[src/rtl/dct_pkg.sv]
package dct_pkg;

  // Classification of an eviction request in the cycle it is offered.
  typedef enum logic [1:0] {
    EVK_NONE  = 2'd0,
    EVK_CLEAN = 2'd1,
    EVK_DIRTY = 2'd2
  } evict_kind_e;

  // Index width for a population of n items, never below one bit.
  function automatic int idx_width(input int n);
    return (n > 1) ? $clog2(n) : 1;
  endfunction

  // Width of a counter that must reach the value n.
  function automatic int count_width(input int n);
    return $clog2(n + 1);
  endfunction

endpackage

[src/rtl/dct_chunk_state.sv]
module dct_chunk_state #(
  parameter int NUM_CHUNKS = 16,
  parameter int NUM_MAPS   = 4,
  localparam int CHUNK_W   = dct_pkg::idx_width(NUM_CHUNKS),
  localparam int MAP_W     = dct_pkg::idx_width(NUM_MAPS)
) (
  input  logic                        clk,
  input  logic                        rst_n,
  input  logic                        set_en,
  input  logic [CHUNK_W-1:0]          set_chunk,
  input  logic [MAP_W-1:0]            set_map,
  input  logic                        clr_en,
  input  logic [CHUNK_W-1:0]          clr_chunk,
  output logic [NUM_CHUNKS-1:0]       dirty_vec,
  output logic [NUM_CHUNKS*MAP_W-1:0] map_flat
);

  for (genvar g = 0; g < NUM_CHUNKS; g++) begin : g_chunk
    logic             hit_set;
    logic             hit_clr;
    logic             dirty_q;
    logic [MAP_W-1:0] map_q;

    assign hit_set = set_en && (set_chunk == CHUNK_W'(g));
    assign hit_clr = clr_en && (clr_chunk == CHUNK_W'(g));

    always_ff @(posedge clk) begin
      if (!rst_n) begin
        dirty_q <= 1'b0;
        map_q   <= '0;
      end else if (hit_set) begin
        dirty_q <= 1'b1;
        map_q   <= set_map;
      end else if (hit_clr) begin
        dirty_q <= 1'b0;
      end
    end

    assign dirty_vec[g]                 = dirty_q;
    assign map_flat[g*MAP_W +: MAP_W]   = map_q;
  end

endmodule

[src/rtl/dct_map_counters.sv]
module dct_map_counters #(
  parameter int NUM_MAPS   = 4,
  parameter int NUM_CHUNKS = 16,
  localparam int MAP_W     = dct_pkg::idx_width(NUM_MAPS),
  localparam int CNT_W     = dct_pkg::count_width(NUM_CHUNKS)
) (
  input  logic                      clk,
  input  logic                      rst_n,
  input  logic                      inc_en,
  input  logic [MAP_W-1:0]          inc_map,
  input  logic                      dec_en,
  input  logic [MAP_W-1:0]          dec_map,
  output logic [NUM_MAPS*CNT_W-1:0] count_flat,
  output logic [NUM_MAPS-1:0]       free_vec
);

  // Next count from the present one and the two event strobes.
  function automatic logic [CNT_W-1:0] next_count(
    input logic [CNT_W-1:0] cur,
    input logic             up,
    input logic             down
  );
    if (up && !down)      return cur + CNT_W'(1);
    else if (down && !up) return cur - CNT_W'(1);
    else                  return cur;
  endfunction

  for (genvar g = 0; g < NUM_MAPS; g++) begin : g_map
    logic             up;
    logic             down;
    logic [CNT_W-1:0] cnt_q;

    assign up   = inc_en && (inc_map == MAP_W'(g));
    assign down = dec_en && (dec_map == MAP_W'(g));

    always_ff @(posedge clk) begin
      if (!rst_n) cnt_q <= '0;
      else        cnt_q <= next_count(cnt_q, up, down);
    end

    assign count_flat[g*CNT_W +: CNT_W] = cnt_q;
    assign free_vec[g]                  = (cnt_q == '0);
  end

endmodule

[src/rtl/dct_wb_slot.sv]
module dct_wb_slot #(
  parameter int CHUNK_W = 4,
  parameter int MAP_W   = 2
) (
  input  logic               clk,
  input  logic               rst_n,
  input  logic               load_en,
  input  logic [CHUNK_W-1:0] load_chunk,
  input  logic [MAP_W-1:0]   load_map,
  input  logic               wb_ready,
  output logic               wb_valid,
  output logic [CHUNK_W-1:0] wb_chunk,
  output logic [MAP_W-1:0]   wb_map,
  output logic               accept
);

  assign accept = wb_valid && wb_ready;

  always_ff @(posedge clk) begin
    if (!rst_n) begin
      wb_valid <= 1'b0;
      wb_chunk <= '0;
      wb_map   <= '0;
    end else if (load_en) begin
      wb_valid <= 1'b1;
      wb_chunk <= load_chunk;
      wb_map   <= load_map;
    end else if (accept) begin
      wb_valid <= 1'b0;
    end
  end

endmodule

[src/rtl/dirty_chunk_tracker.sv]
module dirty_chunk_tracker #(
  parameter int NUM_CHUNKS = 16,
  parameter int NUM_MAPS   = 4,
  localparam int CHUNK_W   = dct_pkg::idx_width(NUM_CHUNKS),
  localparam int MAP_W     = dct_pkg::idx_width(NUM_MAPS),
  localparam int CNT_W     = dct_pkg::count_width(NUM_CHUNKS)
) (
  input  logic                clk,
  input  logic                rst_n,
  input  logic                st_valid,
  input  logic [CHUNK_W-1:0]  st_chunk,
  input  logic [MAP_W-1:0]    st_map,
  input  logic                ev_valid,
  input  logic [CHUNK_W-1:0]  ev_chunk,
  output logic                ev_ready,
  output logic                wb_valid,
  input  logic                wb_ready,
  output logic [CHUNK_W-1:0]  wb_chunk,
  output logic [MAP_W-1:0]    wb_map,
  input  logic [MAP_W-1:0]    cnt_sel,
  output logic [CNT_W-1:0]    cnt_value,
  output logic [NUM_MAPS-1:0] map_free
);
  import dct_pkg::*;

  logic [NUM_CHUNKS-1:0]       dirty_vec;
  logic [NUM_CHUNKS*MAP_W-1:0] map_flat;
  logic [NUM_MAPS*CNT_W-1:0]   count_flat;

  // Named internal events, also used by the checker.
  logic        st_set;
  logic        ev_fire;
  logic        wb_launch;
  logic        wb_accept;
  evict_kind_e ev_kind;
  logic [MAP_W-1:0] ev_map;

  function automatic logic [MAP_W-1:0] map_of(
    input logic [NUM_CHUNKS*MAP_W-1:0] flat,
    input logic [CHUNK_W-1:0]          idx
  );
    return flat[int'(idx)*MAP_W +: MAP_W];
  endfunction

  function automatic logic [CNT_W-1:0] count_of(
    input logic [NUM_MAPS*CNT_W-1:0] flat,
    input logic [MAP_W-1:0]          idx
  );
    return flat[int'(idx)*CNT_W +: CNT_W];
  endfunction

  assign ev_ready = !wb_valid;
  assign ev_fire  = ev_valid && ev_ready;
  assign st_set   = st_valid && !dirty_vec[st_chunk];
  assign ev_map   = map_of(map_flat, ev_chunk);

  always_comb begin
    if (!ev_fire)                 ev_kind = EVK_NONE;
    else if (dirty_vec[ev_chunk]) ev_kind = EVK_DIRTY;
    else                          ev_kind = EVK_CLEAN;
  end

  assign wb_launch = (ev_kind == EVK_DIRTY);

  dct_chunk_state #(
    .NUM_CHUNKS(NUM_CHUNKS),
    .NUM_MAPS  (NUM_MAPS)
  ) u_chunks (
    .clk      (clk),
    .rst_n    (rst_n),
    .set_en   (st_set),
    .set_chunk(st_chunk),
    .set_map  (st_map),
    .clr_en   (wb_accept),
    .clr_chunk(wb_chunk),
    .dirty_vec(dirty_vec),
    .map_flat (map_flat)
  );

  dct_map_counters #(
    .NUM_MAPS  (NUM_MAPS),
    .NUM_CHUNKS(NUM_CHUNKS)
  ) u_counts (
    .clk       (clk),
    .rst_n     (rst_n),
    .inc_en    (st_set),
    .inc_map   (st_map),
    .dec_en    (wb_accept),
    .dec_map   (wb_map),
    .count_flat(count_flat),
    .free_vec  (map_free)
  );

  dct_wb_slot #(
    .CHUNK_W(CHUNK_W),
    .MAP_W  (MAP_W)
  ) u_slot (
    .clk       (clk),
    .rst_n     (rst_n),
    .load_en   (wb_launch),
    .load_chunk(ev_chunk),
    .load_map  (ev_map),
    .wb_ready  (wb_ready),
    .wb_valid  (wb_valid),
    .wb_chunk  (wb_chunk),
    .wb_map    (wb_map),
    .accept    (wb_accept)
  );

  assign cnt_value = count_of(count_flat, cnt_sel);

endmodule

[config.mk]
export PLATFORM = sky130hd
export DESIGN_NAME = dirty_chunk_tracker
export DESIGN_NICKNAME = d
export VERILOG_FILES = /design/src/rtl/dct_pkg.sv /design/src/rtl/dct_chunk_state.sv /design/src/rtl/dct_map_counters.sv /design/src/rtl/dct_wb_slot.sv /design/src/rtl/dirty_chunk_tracker.sv
export SDC_FILE = /design/constraint.sdc
export NUM_CORES = 1
export LEC_CHECK = 0
export BUFFER_PORTS_ARGS = -buffer_cell sky130_fd_sc_hd__buf_2
export CAP_MARGIN = 20
export CORE_UTILIZATION = 45
export CTS_CLUSTER_DIAMETER = 150
export DETAILED_ROUTE_END_ITERATION = 10
export HOLD_SLACK_MARGIN = 0.08
export SLEW_MARGIN = 5
export SYNTH_ARGS = -nofsm -noshare
export SYNTH_HDL_FRONTEND = slang
export SYNTH_SLANG_ARGS = --single-unit
export TNS_END_PERCENT = 50
[constraint.sdc]
create_clock -name clk -period 5 [get_ports clk]
set_input_delay 0.75 -clock clk [delete_from_list [all_inputs] [get_ports clk]]
set_output_delay 0.75 -clock clk [all_outputs]
set_load 0.005 [all_outputs]
After elaboration in Yosys (flattened, before gate mapping)
Index checks and enable logic that the tools add are counted.

Equal/unequal tests: 37. Multiplexer cells: 48. Add/subtract/negate cells: 8. Reductions and logical operators: 90. Magnitude comparators: 2. Multiply operators: 1. Shift operators: 2.

Operators with widths (number): $eq 4x4->1 const B (16); $logic_and 1x1->1 (51); $reduce_bool 2->1 (21); $mux 5 (8); $mux 1 (36); $eq 4x3->1 const B (8); $shiftx 32x6->2 (1); $add 5x1->5 const B (4); $logic_not 5->1 (4); $shiftx 20x6->5 (1); $sub 5x1->5 const B (4); $eq 4x2->1 const B (4); $eq 2x2->1 const B (5); $logic_not 1->1 (10); $lt 4x5->1 const B (2); $bmux 1 s4 (2); $eq 4x1->1 const B (2); $logic_not 4->1 (2); $mul 2x3->5 const B (1); $eq 2x1->1 const B (2); $logic_not 2->1 (2); $mux 2 (2).

Bits of input ports: 17. Register bits after elaboration: 75. Output and inout bits: 17. Logic and storage cells: 227.

Logic depth before layout (Yosys ltp)
Gate-level depths: netlist of run 1.

Word-level depth: 9. Mapped depth: 14. Depth with buffers taken out: 13.

Cells and area by module
Synthesis of run 1 repeated with hierarchy kept, for this count alone.

Cell total of the unflattened synthesis: 441. Area, all modules: 4394.2 um^2.

By module, submodules not included: dct_chunk_state (seq. area each 960.9 um^2, cells an instance 204, times used 1, area an instance 2001.9 um^2); dct_map_counters (seq. area each 400.4 um^2, cells an instance 166, times used 1, area an instance 1451.4 um^2); dirty_chunk_tracker (seq. area each 0.0 um^2, cells an instance 48, times used 1, area an instance 671.9 um^2); dct_wb_slot (seq. area each 140.1 um^2, cells an instance 23, times used 1, area an instance 269.0 um^2).

Least setup slack after synthesis of run 1
No wires, ideal clock.

Path kind: input to register. Start point: input st_chunk[0]. End point: register u_counts.g_map[1].cnt_q[4]. Path slack: 1276 ps. Arrival: 3654 ps. Stages on the path: 13. Path buffers: 1. Library setup time: 70 ps. Data required time: 4930 ps. Cells stage by stage: buf_6 -> mux4_1 -> mux4_2 -> nand2b_4 -> nor3b_2 -> ha_1 -> inv_1 -> fa_1 -> a21o_1 -> a21oi_1 -> xnor2_1 -> or3_1 -> a21oi_1.

Word-level cells in the longest chain between the ends: 8. Elaborated cells between the ends (all ways): 10. Those cells by class: 3 x mux; 7 x reduce/logical.

Ends and longest elaborated chain: start: declaration (line dirty_chunk_tracker.sv:11) `input logic [CHUNK_W-1:0] st_chunk,`; $bmux 1 s4 * (line dirty_chunk_tracker.sv:54) `assign st_set = st_valid && !dirty_vec[st_chunk];`; $mux 1 (implied by the code) * (line dirty_chunk_tracker.sv:54); $logic_not 1->1 * (line dirty_chunk_tracker.sv:54); $logic_and 1x1->1 * (line dirty_chunk_tracker.sv:54); $logic_and 1x1->1 * (line dct_map_counters.sv:33) `assign up = inc_en && (inc_map == MAP_W'(g));`; $logic_not 1->1 (line dct_map_counters.sv:24) `else if (down && !up) return cur - CNT_W'(1);`; $logic_and 1x1->1 (line dct_map_counters.sv:24); $reduce_bool 2->1 (no line); end signal: assignment (line dct_map_counters.sv:38) `else cnt_q <= next_count(cnt_q, up, down);`; end: declaration (line dct_map_counters.sv:31) `logic [CNT_W-1:0] cnt_q;`.

Mark *: on every way between the ends. The rest lies on a longest branch, timed or not. The select of a mux whose other input is x is not followed. A chain may end at the register's enable or synchronous reset.

Worst setup path in the final report of run 1
Start point: input st_chunk[0]. End point: register u_counts.g_map[2].cnt_q[4].

Word-level cells in the longest chain between the ends: 8. Elaborated cells between the ends (all ways): 10. Those cells by class: 3 x mux; 7 x reduce/logical.

Ends and longest elaborated chain (line): $bmux 1 s4 * (dirty_chunk_tracker.sv:54); $mux 1 (implied by the code) * (dirty_chunk_tracker.sv:54); $logic_not 1->1 * (dirty_chunk_tracker.sv:54); $logic_and 1x1->1 * (dirty_chunk_tracker.sv:54); $logic_and 1x1->1 * (dct_map_counters.sv:33); $logic_not 1->1 (dct_map_counters.sv:24); $logic_and 1x1->1 (dct_map_counters.sv:24); $reduce_bool 2->1 (no line); end signal: assignment (dct_map_counters.sv:38); end: declaration (dct_map_counters.sv:31).

Marks and branches as above.

==> results of run 1 <==
worst max-delay path: stages:
cell,delay (ns)
buf_2,0.21
mux4_1,0.62
mux4_2,0.49
nand2b_4,0.19
nor3b_2,0.17
ha_1,0.20
inv_1,0.10
fa_1,0.42
a21o_1,0.18
a21oi_1,0.18
xnor2_1,0.09
or3_1,0.31
a21oi_1,0.14
worst paths after layout:
path / from / to / slack [ns] / cells past startpoint
setup reg to reg: u_chunks.g_chunk[9].dirty_q$_SDFFE_PN0P_ / u_counts.g_map[2].cnt_q[4]$_SDFFE_PN0P_ / 1.53 / 12
hold / removal: u_chunks.g_chunk[4].map_q[0]$_SDFFE_PN0P_ / u_chunks.g_chunk[4].map_q[0]$_SDFFE_PN0P_ / 0.49 / 2
setup / recovery: st_chunk[0] / u_counts.g_map[2].cnt_q[4]$_SDFFE_PN0P_ / 1.21 / 13
hold reg to reg: u_chunks.g_chunk[4].map_q[0]$_SDFFE_PN0P_ / u_chunks.g_chunk[4].map_q[0]$_SDFFE_PN0P_ / 0.49 / 2
power breakdown:
group	internal (mW)	leakage, nW	switching (mW)
Clock	0.290	0.108	0.225
Sequential	0.617	0.608	0.0262
Combinational	0.0937	1.07	0.105
synth_stat cells, types with 3 or more instances:
master / instances / share of area
o21a_1: 8 / 0.015
nand3b_1: 3 / 0.0055
nor2_1: 92 / 0.084
mux4_1: 3 / 0.019
mux2i_1: 44 / 0.11
ha_1: 17 / 0.052
or3_1: 9 / 0.014
a21o_1: 6 / 0.011
nand2_1: 13 / 0.012
nand2b_1: 5 / 0.0076
nor2b_1: 3 / 0.0046
mux4_2: 17 / 0.093
or4_1: 4 / 0.0073
xor2_1: 8 / 0.017
clkbuf_1: 21 / 0.019
dfxtp_1: 75 / 0.37
a21oi_1: 33 / 0.040
xnor2_1: 8 / 0.017
fa_1: 4 / 0.020
nor3_1: 11 / 0.013
inv_1: 9 / 0.0082
nor4_1: 4 / 0.0061
nand3_1: 8 / 0.0098
o21ai_0: 8 / 0.0098
cells by family after synthesis:
family                   Yosys count  synth area share
flip-flops                        75             0.366
adder cells (fa/ha/maj)           21            0.0714
multiplexers                      64             0.220
AND/OR/NAND/NOR                  163             0.189
buffers and inverters             34            0.0342
XOR/XNOR                          16            0.0342
AO/OA/AOI/OAI                     60            0.0848
sequential cells by signal, indices dropped and copies added, names as in the netlist:
signal                    count
u_slot.wb_map                 2
u_slot.wb_valid               1
u_slot.wb_chunk               4
u_chunks.g_chunk.dirty_q     16
u_chunks.g_chunk.map_q       32
u_counts.g_map.cnt_q         20
routing by layer:
layer	GRT usage	wire length (µm)	share of wire
met1	0.310	4530	0.48
met2	0.321	4140	0.43
met3	0.0446	638	0.067
met4	0.0905	210	0.022
met5	0	0	0
cell type report:
class / instances / area share
multi-input cells: 324 / 0.544
repair buffers: 34 / 0.0382
clock inverters: 5 / 0.0172
clock buffers: 10 / 0.0304
well taps: 108 / 0.0299
flip-flops and latches: 75 / 0.332
inverters: 10 / 0.00830
through the flow:
step           instances   util  worst slack (ns)  hold WS (ns)  area [µm²]
2_1_floorplan        433      -              1.28         0.455        4100
3_3_place_gp         551  0.491             0.965         0.470        4310
3_5_place_dp         551  0.491             0.887         0.480        4310
4_1_cts              566  0.516              1.25         0.499        4520
5_1_grt              566  0.516              1.05         0.528        4520
6_report             566  0.516              1.21         0.495        4520
placed cells by master (no fill, tap or decap), types with 2 or more instances in the layout:
cell / n
a211oi_1: 2
a21o_1: 6
a21oi_1: 33
buf_2: 33
bufinv_16: 2
clkbuf_8: 10
clkinv_2: 2
dfxtp_1: 75
fa_1: 4
ha_1: 17
inv_1: 9
mux2i_1: 44
mux4_1: 3
mux4_2: 17
nand2_1: 13
nand2b_1: 5
nand3_1: 8
nand3b_1: 3
nand4_1: 2
nand4b_1: 2
nor2_1: 92
nor2b_1: 3
nor3_1: 11
nor3b_2: 2
nor4_1: 4
o21a_1: 8
o21ai_0: 8
or3_1: 9
or4_1: 4
xnor2_1: 8
xor2_1: 8
==> impl_metrics.tcl, run 1 <==
set metrics [dict create \
    status "complete, no violations" \
    p_leak_nw 1.79 \
    cp-start-kind "primary input" \
    min_period_ns 3.79 \
    synth_enable_flop_cells 0 \
    syn-mean-instance-area_um2 9.47 \
    dr.pass1.iters 4 \
    fin_nets 492 \
    grt_antenna_before_repair 0 \
    worstSetupEndpointType "flip-flop" \
    fin_setup_tns_ns 0 \
    clock_skew_ns 0.0133 \
    first_global_vias 3159 \
    io_pins 34 \
    max-cap-violations 0 \
    track_usage 0.218 \
    hpwl_um 6930 \
    fmax_mhz 264 \
    period_share 0.757 \
    cts_num_sinks 75 \
    cts_buffers 9 \
    drive_gt1_frac 0.157 \
    remaining_drc_errors 0 \
    drtIter0Drc 131 \
    syn_nets 471 \
    h-tree-depth 3 \
    grt_setup_unrepaired "no" \
    cts_resized 0 \
    worst_pin_slew_ns 1.01 \
    cp_max_fo 11 \
    routed_wl_um 9510 \
    ys.flop_type "dfxtp_1" \
    wl_per_cell_um 16.8 \
    power_density_nw_per_um2 300 \
    avgViaCountPerCell 5.66 \
    cts_tree "yes" \
    grt_start_max_net_pins 44 \
    maxSlewViolCount 0 \
    ys_ff_latch 75 \
    worst_slew_margin_rel 0.318 \
    clockRootBuffer "clkbuf_8" \
    overflow 0 \
    min-delay-path-class "flip-flop to flip-flop" \
    diodes 0 \
    dieHeight_um 97.5 \
    synth_cell_types 40 \
    regArea_um2 1500 \
    portBuffers 33 \
    holdBufCountCts 0 \
    cts_buffer_depth 2 \
    clk_latency_ns 0.36 \
    core-area_um2 8760 \
    area_growth_pct 10.3 \
    hold_violations 0 \
    required_ns 5.28 \
    rows 34 \
    worstPathArrival_ns 4.07 \
    clk_pin_slew_ns 0.08 \
    die-area_um2 9500 \
    peakVddDrop_mv 0.192 \
    yosysWarnings 0 \
    die_w_um 97.5 \
    grt_pass1_wl_um 16200 \
    initial_core_util 0.468 \
    multiInputGateArea_um2 2460 \
    routabilityCongestion 0.900 \
    yosysSeqAreaShare 0.366 \
    synth_cells 433 \
    via_count 3202 \
    synth_area_um2 4100 \
    cts_setup_buffers 0 \
    fillerInstances 811 \
    critPathKind "primary input to flip-flop" \
    p_total_mw 1.36 \
    setup_viol 0 \
    synthArstFlopShare 0 \
    ant_nets 0 \
]
Power figures use the tool's default switching activity.
==> inputs of run 2 (changes only) <==
==> constraint.sdc (replaced) <==
create_clock -name clk -period 3.6 [get_ports clk]
set_input_delay 0.54 -clock clk [delete_from_list [all_inputs] [get_ports clk]]
set_output_delay 0.54 -clock clk [all_outputs]
set_load 0.005 [all_outputs]
==> run 2 against run 1 <==
  * Utilization grew 1.7 points
  * Power increased by 33%
  * Design area rose by 3.3%
  * Largest cell class unchanged
  * Critical path depth is the same
  * Critical endpoint is now u_counts.g_map[1].cnt_q[4]$_SDFFE_PN0P_
  * Flip-flop and latch count unchanged
  * Routed wire length is 1.7% higher
  * Clock power rose by 18%
  * Sequential share of layout area is 1.1 points lower
  * Final cell count up 4.4%
  * Global-route usage grew 0.67 points
  * First-iteration DRC count up 3.8%
==> impl_metrics.tcl, run 2 (synthesis results as in run 1) <==
set metrics [dict create \
    min-delay-path-class "primary input to flip-flop" \
    hold_violations 0 \
    io_pins 34 \
    cts_buffer_depth 2 \
    portBuffers 33 \
    worstSetupEndpointType "flip-flop" \
    initial_core_util 0.468 \
    drive_gt1_frac 0.201 \
    clock_skew_ns 0.0139 \
    min_from "rst_n" \
    fillerInstances 817 \
    drtIter0Drc 136 \
    p_sw_mw 0.538 \
    multiInputGateArea_um2 2460 \
    routabilityCongestion 0.908 \
    regMostFlops "u_chunks.g_chunk.map_q" \
    met1_length_um 4860 \
    required_ns 3.89 \
    placedCellCount 575 \
    r2r_start "u_chunks.g_chunk[8].dirty_q$_SDFFE_PN0P_" \
    finish.utilization 0.533 \
    crit_end "u_counts.g_map[1].cnt_q[4]$_SDFFE_PN0P_" \
    area_growth_pct 13.9 \
    cp_max_fo 6 \
    fin_nets 516 \
    stdcell_count 591 \
    h-tree-depth 3 \
    place_ws_ns -0.178 \
    path_cells "buf_2 -> mux4_1 -> mux4_2 -> nand2b_4 -> nor3b_2 -> ha_1 -> inv_1 -> fa_1 -> a21o_1 -> a21oi_1 -> xnor2_1 -> or3_1 -> a21oi_1" \
    grt_start_max_net_pins 41 \
    largest_reg_flops 32 \
    maxSlewViolCount 0 \
    diodes 0 \
    cp-startpoint "st_chunk[0]" \
    max-cap-violations 0 \
    power_density_nw_per_um2 386 \
    cts_resized 0 \
    wl_per_cell_um 16.4 \
    routed_wl_um 9680 \
    peakVddDrop_mv 0.161 \
    worstPathArrival_ns 3.72 \
    holdBufCountCts 0 \
    ant_nets 0 \
    min_period_ns 3.43 \
    first_global_vias 3288 \
    r2r_end "u_counts.g_map[1].cnt_q[4]$_SDFFE_PN0P_" \
    worst_pin_slew_ns 0.956 \
    die_w_um 97.5 \
    remaining_drc_errors 0 \
    cts_setup_buffers 0 \
    highest_layer "met4" \
    status "complete, no violations" \
    power.share.sequential 0.495 \
    cts_tree "yes" \
    dieHeight_um 97.5 \
    grt_antenna_before_repair 0 \
    netSwitchingFraction 0.298 \
    layout_common_cells "nor2_1 (92), dfxtp_1 (75), mux2i_1 (44), a21oi_1 (33), buf_2 (33)" \
    rows 34 \
    period_share 0.952 \
    cts_num_sinks 75 \
    worst_slew_margin_rel 0.357 \
    pwr-share-comb 0.166 \
    die-area_um2 9500 \
    overflow 0 \
    hpwl_um 7120 \
    max_stage_delay_ns 0.58 \
    cpMostUsedCell "a21oi_1" \
    dr_wl_met2_um 4220 \
    dr.pass1.iters 4 \
    crit_path_top_delay_cell "mux4_1" \
    fin_setup_tns_ns 0 \
    avgViaCountPerCell 5.48 \
    timing.reg2reg.setup_slack_ns 0.22 \
    clk_pin_slew_ns 0.09 \
    setup_viol 0 \
    wl_met3_um 500 \
    via_count 3240 \
    grt_setup_unrepaired "no" \
    cts_buffers 9 \
    grt_pass1_wl_um 16700 \
    finalWorstSetupSlack_ns 0.172 \
    p_total_mw 1.80 \
    regArea_um2 1500 \
    clockRootBuffer "clkbuf_8" \
    fmax_mhz 292 \
    final_common_cell "nor2_1" \
    p_clk_frac 0.338 \
    clk_latency_ns 0.36 \
    p_int_mw 1.27 \
    rr_worst_depth 12 \
    cp-start-kind "primary input" \
    track_usage 0.224 \
    critPathKind "primary input to flip-flop" \
    core-area_um2 8760 \
    p_leak_nw 1.88 \
    reg_top3 "u_chunks.g_chunk.map_q x32, u_counts.g_map.cnt_q x20, u_chunks.g_chunk.dirty_q x16" \
]
-- run 2: changes by cell type in the layout (fill, tap and decap cells not counted) --
cell / previous run / this run
buf_4: 1 / 25
inv_6: 0 / 3
bufinv_16: 2 / 0
clkinv_2: 2 / 0
clkinv_4: 0 / 2
clkbuf_8: 10 / 9
clkinvlp_4: 1 / 2
-- run 2: layout make-up --
| type | instances | share of cell area |
|---|---|---|
| Clock buffer | 9 | 0.0265 |
| Sequential cell | 75 | 0.322 |
| Inverter | 10 | 0.00804 |
| Multi-Input combinational cell | 324 | 0.527 |
| Clock inverter | 7 | 0.0126 |
| Timing Repair Buffer | 58 | 0.0756 |
| Tap cell | 108 | 0.0289 |
-- run 2: power groups by stage --
stage                     clock network, mW  logic [mW]  registers (mW)
final                                 0.610       0.300           0.893
after global placement                    0       0.295           0.912
after global routing                  0.671       0.340           0.900
after detailed placement                  0       0.300           0.913
after CTS                             0.631       0.302           0.893
after floorplan                           0       0.211           0.898
-- run 2: routing by layer --
metal  vias up  global-route usage
met5         -                   0
met4         0              0.0656
met3         8              0.0388
met2        86               0.336
met1      1515               0.330
li1       1631                   -
-- run 2: worst min path at each step --
| stage | cells after the start | endpoint |
|---|---|---|
| floorplan | 2 | u_chunks.g_chunk[12].map_q[0]$_SDFFE_PN0P_ |
| global placement | 2 | u_chunks.g_chunk[7].map_q[1]$_SDFFE_PN0P_ |
| detailed placement | 2 | u_chunks.g_chunk[6].map_q[0]$_SDFFE_PN0P_ |
| CTS | 3 | u_slot.wb_map[1]$_SDFFE_PN0P_ |
| global route | 3 | u_slot.wb_map[0]$_SDFFE_PN0P_ |
| finish | 3 | u_slot.wb_map[1]$_SDFFE_PN0P_ |
-- run 2: stage by stage --
step	hold slack [ns]	instance area [µm²]
final	0.483	4670
after global routing	0.490	4670
after CTS	0.463	4670
after detailed placement	0.482	4490
after global placement	0.469	4490
after floorplan	0.455	4100
-- run 2: critical path: cells and delay by family --
kind	cells	cell delay, ns
muxes	2	1.06
and+or+nand+nor	3	0.68
adders and majority gates	2	0.58
AOI/OAI and AO/OA	3	0.48
buffers and inverters	2	0.27
xor gates and xnor gates	1	0.09
==> inputs of run 3 (changes only) <==
--- a/config.mk
+++ b/config.mk
@@ -11,6 +11,8 @@
 export CTS_CLUSTER_DIAMETER = 150
 export DETAILED_ROUTE_END_ITERATION = 10
 export HOLD_SLACK_MARGIN = 0.08
+export RECOVER_POWER = 50
+export SETUP_SLACK_MARGIN = 0.3
 export SLEW_MARGIN = 5
 export SYNTH_ARGS = -nofsm -noshare
 export SYNTH_HDL_FRONTEND = slang
==> run 3 against run 2 <==
  * Worst setup slack gained 0.18 ns
  * Combinational power grew 3%
  * Worst hold slack gained 0.012 ns
  * Routed wire length grew 0.28%
  * Final cell count shrank 0.51%
  * Fmax grew 5.5%
  * Sequential power is essentially flat
==> impl_metrics.tcl, run 3 (synthesis results as in run 1) <==
set metrics [dict create \
    cts_buffer_depth 2 \
    drive_gt1_frac 0.225 \
    portBuffers 33 \
    diodes 0 \
    status "complete, no violations" \
    fmax_mhz 308 \
    cp_max_fo 4 \
    die-area_um2 9500 \
    p_leak_nw 1.85 \
    fin_nets 514 \
    stdcell_count 588 \
    min-delay-path-class "flip-flop to flip-flop" \
    power_density_nw_per_um2 407 \
    critPathKind "flip-flop to flip-flop" \
    overflow 0 \
    critical_path_buf_inv_count 1 \
    worstSetupEndpointType "flip-flop" \
    rows 34 \
    largest_reg_flops 32 \
    path_cells "mux4_2 -> mux4_2 -> nand2b_4 -> nor3b_2 -> ha_2 -> inv_2 -> fa_2 -> a21o_1 -> a21oi_2 -> xnor2_1 -> or3_1 -> a21oi_1" \
    track_usage 0.215 \
    via_count 3298 \
    cts_tree "yes" \
    worst_pin_slew_ns 1.03 \
    grt_start_max_net_pins 48 \
    io_pins 34 \
    cts_num_sinks 75 \
    hold_violations 0 \
    h-tree-depth 3 \
    cpMostUsedCell "mux4_2" \
    ant_nets 0 \
    required_ns 3.88 \
    globalRouteMet1Util 0.293 \
    dr.pass1.iters 4 \
    placedCellCount 570 \
    grt_pass1_wl_um 16000 \
    die_w_um 97.5 \
    routabilityCongestion 0.832 \
    max-cap-violations 0 \
    clk_pin_slew_ns 0.09 \
    drtIter0Drc 133 \
    core-area_um2 8760 \
    initial_core_util 0.468 \
    peakVddDrop_mv 0.168 \
    avgViaCountPerCell 5.61 \
    regMostFlops "u_chunks.g_chunk.map_q" \
    area_growth_pct 15.2 \
    gr-max-usage-layer "met2" \
    min_period_ns 3.25 \
    crit_family "multiplexers" \
    reg_top3 "u_chunks.g_chunk.map_q x32, u_counts.g_map.cnt_q x20, u_chunks.g_chunk.dirty_q x16" \
    clk_latency_ns 0.35 \
    worst_slew_margin_rel 0.309 \
    layout_common_cells "nor2_1 (92), dfxtp_1 (73), mux2i_1 (44), a21oi_1 (29), buf_2 (28)" \
    max_stage_delay_ns 0.49 \
    dieHeight_um 97.5 \
    grt_antenna_before_repair 0 \
    setup_viol 0 \
    period_share 0.903 \
    crit_path_top_delay_cell "mux4_2" \
    hpwl_um 6900 \
    use_met3 0.0317 \
    wl_per_cell_um 16.5 \
    cts_buffers 9 \
    maxSlewViolCount 0 \
    worstPathArrival_ns 3.53 \
    clock_skew_ns 0.0131 \
    final_common_cell "nor2_1" \
    first_global_vias 3152 \
    clockRootBuffer "clkbuf_8" \
    cp-start-kind "flip-flop" \
    holdBufCountCts 0 \
    p_total_mw 1.92 \
    remaining_drc_errors 0 \
    routed_wl_um 9710 \
    use_met2 0.342 \
    grt_setup_unrepaired "yes" \
]
## run 3: area by class of cell
class | count | area [µm²]
flip-flops and latches | 75 | 1500
repair buffers | 56 | 335
fillers | 825 | 4040
inverters | 10 | 37.5
clock buffers | 10 | 128
multi-input cells | 324 | 2500
well taps | 108 | 135
clock inverters | 5 | 86.3
## run 3: worst paths after layout
kind | slack, ns | cells after the start | end | startpoint
hold reg to reg | 0.50 | 2 | u_chunks.g_chunk[14].map_q[1]$_SDFFE_PN0P_ | u_chunks.g_chunk[14].map_q[1]$_SDFFE_PN0P_
hold / removal | 0.50 | 2 | u_chunks.g_chunk[14].map_q[1]$_SDFFE_PN0P_ | u_chunks.g_chunk[14].map_q[1]$_SDFFE_PN0P_
setup reg to reg | 0.35 | 12 | u_counts.g_map[2].cnt_q[4]$_SDFFE_PN0P_ | u_chunks.g_chunk[11].dirty_q$_SDFFE_PN0P_
setup / recovery | 0.35 | 12 | u_counts.g_map[2].cnt_q[4]$_SDFFE_PN0P_ | u_chunks.g_chunk[11].dirty_q$_SDFFE_PN0P_
## run 3: what timing repair did
action                     4_1_cts  5_1_grt
resized for setup                2        6
setup endpoints to repair        4        4
buffers inserted                 0        3
pin swaps                        0        2
## run 3: worst register-to-register path: stages (launching register included)
cell	delay [ns]
dfxtp_1	0.35
mux4_2	0.49
mux4_2	0.46
nand2b_4	0.20
nor3b_2	0.19
ha_2	0.22
inv_2	0.06
fa_2	0.34
a21o_1	0.17
a21oi_2	0.14
xnor2_1	0.08
or3_1	0.31
a21oi_1	0.15
## run 3: routing by layer
metal  share of wire  vias up
met5               0        -
met4           0.020        0
met2            0.46       74
li1                -     1620
met3           0.043       17
met1            0.48     1587
## run 3: through the flow
step	setup slack [ns]	utilization	cell area (µm²)	hold WS (ns)	TNS, ns
after floorplan	0.247	-	4140	0.455	0
after global placement	-0.0452	0.511	4480	0.468	-0.0864
after detailed placement	-0.0956	0.511	4480	0.479	-0.357
after CTS	0.359	0.536	4690	0.481	0
after global routing	0.245	0.539	4720	0.520	0
final	0.350	0.539	4720	0.496	0
## run 3: power by group
part	switching (mW)	leakage (nW)	total [mW]	internal, mW
Clock	0.325	0.107	0.717	0.392
Sequential	0.0374	0.609	0.894	0.857
Combinational	0.155	1.14	0.310	0.155
Total	0.517	1.85	1.92	1.40
